File: src/rtl/sidf_pkg.sv
package sidf_pkg;
  localparam int MATCH_W = 32;

  typedef struct packed {
    logic [MATCH_W-1:0] match;
    logic               span;
  } filt_cfg_t;
endpackage

File: src/rtl/sidf_cfg_select.sv
module sidf_cfg_select
  import sidf_pkg::*;
#(
  parameter int NUM_CTR = 4
) (
  input  logic [NUM_CTR*MATCH_W-1:0]  match_i,
  input  logic [NUM_CTR-1:0]          span_i,
  input  logic                        global_mode_i,
  output filt_cfg_t [NUM_CTR-1:0]     cfg_o
);
  // Counter 0 always uses its own settings; the others follow it in global mode.
  for (genvar k = 0; k < NUM_CTR; k++) begin : g_sel
    localparam int SRC_LO = k * MATCH_W;
    if (k == 0) begin : g_leader
      assign cfg_o[k].match = match_i[MATCH_W-1:0];
      assign cfg_o[k].span  = span_i[0];
    end else begin : g_follower
      assign cfg_o[k].match = global_mode_i ? match_i[MATCH_W-1:0]
                                            : match_i[SRC_LO +: MATCH_W];
      assign cfg_o[k].span  = global_mode_i ? span_i[0] : span_i[k];
    end
  end
endmodule

File: src/rtl/sidf_wildcard.sv
module sidf_wildcard
  import sidf_pkg::*;
#(
  parameter int SID_BITS = 16
) (
  input  filt_cfg_t             cfg_i,
  output logic [SID_BITS-1:0]   care_o
);
  logic [SID_BITS-1:0] m_lo;
  logic [SID_BITS-1:0] m_inc;
  logic [SID_BITS-1:0] dont_care;

  assign m_lo  = cfg_i.match[SID_BITS-1:0];
  // The increment flips the trailing ones and the lowest zero; XOR marks them.
  assign m_inc = m_lo + SID_BITS'(1);
  assign dont_care = cfg_i.span ? (m_lo ^ m_inc) : '0;
  assign care_o = ~dont_care;
endmodule

File: src/rtl/sidf_compare.sv
module sidf_compare #(
  parameter int SID_BITS = 16
) (
  input  logic [SID_BITS-1:0] sid_i,
  input  logic [SID_BITS-1:0] match_i,
  input  logic [SID_BITS-1:0] care_i,
  output logic                hit_o
);
  logic [SID_BITS-1:0] diff;

  assign diff  = (sid_i ^ match_i) & care_i;
  assign hit_o = ~|diff;
endmodule

File: src/rtl/sid_span_filter.sv
module sid_span_filter
  import sidf_pkg::*;
#(
  parameter int NUM_CTR  = 4,
  parameter int SID_BITS = 16
) (
  input  logic                       clk,
  input  logic                       rst,
  input  logic                       evt_valid_i,
  input  logic [31:0]                evt_sid_i,
  input  logic [NUM_CTR*32-1:0]      match_i,
  input  logic [NUM_CTR-1:0]         span_i,
  input  logic                       global_mode_i,
  output logic [NUM_CTR-1:0]         qualify_o
);
  localparam int SB = (SID_BITS > MATCH_W) ? MATCH_W : SID_BITS;

  filt_cfg_t [NUM_CTR-1:0]  cfg;
  logic [SB-1:0]            care [NUM_CTR];
  logic [NUM_CTR-1:0]       hit;
  logic [SB-1:0]            sid_lo;

  assign sid_lo = evt_sid_i[SB-1:0];

  sidf_cfg_select #(.NUM_CTR(NUM_CTR)) cfg_sel_i (
    .match_i       (match_i),
    .span_i        (span_i),
    .global_mode_i (global_mode_i),
    .cfg_o         (cfg)
  );

  for (genvar k = 0; k < NUM_CTR; k++) begin : g_ctr
    sidf_wildcard #(.SID_BITS(SB)) wc_i (
      .cfg_i  (cfg[k]),
      .care_o (care[k])
    );

    sidf_compare #(.SID_BITS(SB)) cmp_i (
      .sid_i   (sid_lo),
      .match_i (cfg[k].match[SB-1:0]),
      .care_i  (care[k]),
      .hit_o   (hit[k])
    );


    span_low_dc_chk: assert property (@(posedge clk) disable iff (rst)
      cfg[k].span |-> !care[k][0]);


    span_contig_chk: assert property (@(posedge clk) disable iff (rst)
      ((~care[k]) & ((~care[k]) + SB'(1))) == '0);


    exact_full_care_chk: assert property (@(posedge clk) disable iff (rst)
      !cfg[k].span |-> (&care[k]));
  end

  always_ff @(posedge clk) begin
    if (rst) begin
      qualify_o <= '0;
    end else if (evt_valid_i) begin
      qualify_o <= hit;
    end else begin
      qualify_o <= '0;
    end
  end


  idle_zero_chk: assert property (@(posedge clk) disable iff (rst)
    !evt_valid_i |=> (qualify_o == '0));


  global_uniform_chk: assert property (@(posedge clk) disable iff (rst)
    (evt_valid_i && global_mode_i) |=> (qualify_o == '0 || qualify_o == '1));


  exact_hit_chk: assert property (@(posedge clk) disable iff (rst)
    (evt_valid_i && !span_i[0] && sid_lo == match_i[SB-1:0]) |=> qualify_o[0]);


  exact_miss_chk: assert property (@(posedge clk) disable iff (rst)
    (evt_valid_i && !span_i[0] && sid_lo != match_i[SB-1:0]) |=> !qualify_o[0]);


  bypass_chk: assert property (@(posedge clk) disable iff (rst)
    (evt_valid_i && span_i[0] && (&match_i[SB-1:0])) |=> qualify_o[0]);
endmodule

File: config.mk
export PLATFORM = sky130hd
export DESIGN_NAME = sid_span_filter
export DESIGN_NICKNAME = d
export VERILOG_FILES = /design/src/rtl/sidf_pkg.sv /design/src/rtl/sidf_cfg_select.sv /design/src/rtl/sidf_wildcard.sv /design/src/rtl/sidf_compare.sv /design/src/rtl/sid_span_filter.sv
export SDC_FILE = /design/constraint.sdc
export NUM_CORES = 1
export LEC_CHECK = 0
export ABC_AREA = 1
export BUFFER_PORTS_ARGS = -buffer_cell sky130_fd_sc_hd__buf_2
export CELL_PAD_IN_SITES_DETAIL_PLACEMENT = 1
export CELL_PAD_IN_SITES_GLOBAL_PLACEMENT = 2
export CORE_MARGIN = 5
export CORE_UTILIZATION = 19
export DETAILED_ROUTE_END_ITERATION = 7
export PLACE_DENSITY_LB_ADDON = 0.1
export SYNTH_ARGS = -nofsm -noshare
export SYNTH_HDL_FRONTEND = slang
export SYNTH_SLANG_ARGS = --single-unit
File: constraint.sdc
create_clock -name clk -period 2.3 [get_ports clk]
set_input_delay 0.46 -clock clk [delete_from_list [all_inputs] [get_ports clk]]
set_output_delay 0.46 -clock clk [all_outputs]
set_load 0.02 [all_outputs]
==> impl_metrics.py <==
metrics = {
    "logic_synthesis": {
        "ys_top_cells_by_area": "nand2_1 36%, xor2_1 15%, nor2_1 10%",
        "ys_ff_latch": 4,
        "netlist_instances": 495,
        "yosysTopAreaCell": "nand2_1",
        "synth_area_sq_um": 2440,
        "synth-simple-area-share_pct": 65.3,
        "synthAdderAreaFrac_pct": 0.513,
        "synth_seq_area_share_pct": 3.28,
        "synth_edf_count": 0,
        "synth.mux.area_fraction_pct": 0,
        "yosys-top-cells-count": "237 x nand2_1, 68 x nor2_1, 42 x xor2_1",
        "synth_xor_area_share_pct": 18.0,
        "ys_warn_count": 0,
        "synth_top_family_by_area": "simple AND/OR/NAND/NOR gates",
        "synth_nets": 664,
        "synthFlopType": "dfxtp_1",
        "synth-compound-area-share_pct": 5.34,
        "yosysUniqueCellTypes": 27,
        "synth_most_common_cell": "nand2_1",
        "synth.top_cell.area_share_pct": 36.5,
        "synth.avg_cell_area_sq_um": 4.93,
        "synthArstFlopShare_pct": 0,
    },
    "final_layout": {
        "regArea_sq_um": 80.1,
        "n_fill_cell": 1771,
        "antenna_cells": 0,
        "reg.largest.list": "qualify_o (4)",
        "top_register": "qualify_o",
        "largest_register_ffs": 4,
        "multi_input_area_sq_um": 2170,
        "drive_above_1_share_pct": 21.2,
        "area_growth_pct": 28.7,
        "final_nets": 755,
    },
    "detailed_routing": {
        "ant_nets": 0,
        "dr.pass1.iters": 4,
        "post_drt_wl_per_cell_um": 14.8,
        "drc": 0,
        "viasPerCell": 4.27,
        "drt_wl_total_um": 11200,
        "drt-initial-drc-count": 99,
        "vias": 3229,
    },
    "floorplanning": {
        "dieArea_sq_um": 15200,
        "io_pins": 172,
        "start_util_pct": 19.3,
        "rows": 41,
        "die_h_um": 123,
        "core_region_area_sq_um": 12600,
        "die_w_um": 123,
    },
    "worst_setup_path": {
        "arrival_ns": 2.05,
        "startpoint_type": "primary input",
        "end_kind": "flip-flop",
        "cp.required_ns": 2.46,
        "startpoint": "global_mode_i",
        "crit_fanout": 11,
        "worst-setup-path-type": "in -> reg",
    },
    "power": {
        "p_leak_uw": 0.00168,
        "power_frac_clock_pct": 30.0,
        "ir_worst_vdd_v": 0.000167,
        "power_uw": 914,
        "p_sw_uw": 412,
        "comb_power_share_pct": 62.3,
        "intPower_uw": 503,
        "power_density_nw_per_um2": 291,
        "pwr-share-seq_pct": 7.6,
        "swShare_pct": 45.0,
    },
    "grt": {
        "grt_util_all_layers_pct": 15.1,
        "overflow": 0,
        "grt_pass1_wl_um": 17600,
        "grt_max_degree": 28,
        "grt_pass1_vias": 3504,
        "antenna_found_initial": 0,
    },
    "sta": {
        "final-setup-viol-count": 0,
        "min_period_ns": 1.89,
        "slew_violations": 0,
        "relSlewSlack_pct": 78.5,
        "fmax_mhz": 528,
        "setup_tns_ns": 0,
        "worstMarginPinSlew_ns": 0.321,
        "rsz0062_at_grt": "no",
        "finalCritPeriodShare_pct": 82.3,
        "final_hold_viol_count": 0,
    },
    "clock_tree": {
        "cts_setup_buffers": 0,
        "cts_tree": "built",
        "cts-hold-fix-buffers": 0,
        "cts_sinks": 4,
        "cts_max_level": 1,
        "cts_buffers": 3,
        "cts.repair.resized": 0,
        "clock_path_buffers": 2,
        "path_clk_slew_ns": 0.03,
        "cts_root_buf": "clkbuf_16",
    },
    "min_path": {
        "hold_path.class": "in -> reg",
        "worst_hold_startpoint": "rst",
    },
    "outcome": {
        "status": "completed",
    },
    "place": {
        "gp_congestion": 0.811,
        "place_hpwl_um": 10300,
        "portBuffers": 91,
    },
    "job": {
        "maxCapViolations": 0,
    },
}
[area by class of cell]
| cell class | instances | share of cell area [%] |
|---|---|---|
| Inverter | 27 | 3.39 |
| Tap cell | 172 | 6.86 |
| Multi-Input combinational cell | 456 | 69.2 |
| Clock buffer | 3 | 2.39 |
| Timing Repair Buffer | 94 | 15.6 |
| Sequential cell | 4 | 2.55 |
[through the flow]
stage	instance area, sq um	setup slack (ns)	instances	hold WS [ns]	utilization (%)
2_1_floorplan	2440	0.680	495	0.718	-
3_3_place_gp	3060	0.145	753	0.877	24.3
3_5_place_dp	3060	0.127	753	0.877	24.3
4_1_cts	3140	0.361	756	0.645	24.9
5_1_grt	3140	0.143	756	0.669	24.9
6_report	3140	0.407	756	0.630	24.9
[final timing paths]
path                        to  cells after the start
hold / removal    qualify_o[3]                      6
setup / recovery  qualify_o[3]                     12
[cells in the final DEF, fill, tap and decap left out, drive strengths merged, types with 2 or more instances in the layout]
cell	synthesis	layout
nor2	73	73
nand3	42	42
o21ai	19	19
nand3b	3	3
inv	26	26
xnor2	8	8
clkbuf	0	3
buf	8	94
a21oi	4	4
nand4	2	2
dfxtp	4	4
nand2	256	256
nor3	2	2
xor2	42	42
[cells by family (layout without fill, tap and decap cells)]
kind of cell / Yosys count / in the layout
AND/OR/NAND/NOR: 380 / 380
flip-flops: 4 / 4
XOR/XNOR: 50 / 50
buffers and inverters: 35 / 124
AO/OA/AOI/OAI: 25 / 25
adder cells (fa/ha/maj): 1 / 1
[critical path, cell delays in order]
cell and delay, ns:
buf_2 0.18, buf_4 0.21, nand2_1 0.12, nand2_1 0.20, nand2_1 0.10, nor2_1 0.18, nand2_1 0.11, nand2_1 0.07
nand3_1 0.06, nor2_1 0.14, nand3_1 0.09, nor2_1 0.12
[per-layer routing]
layer	routed length, um	GRT usage, %	part of all wire (%)	vias to the layer above
met4	10	0.623	0.089	0
met3	296	1.60	2.6	2
met1	5360	20.5	48	1470
met2	5530	26.9	49	37
li1	-	-	-	1720
met5	0	0	0	-
[power groups by stage]
stage,registers (uW),logic (uW),clock network (uW)
global placement,70.8,574,0
finish,69.9,570,275
detailed placement,70.8,579,0
CTS,69.8,582,282
global route,69.8,654,288
floorplan,70.8,365,0
(Power assumes the default switching activity.)
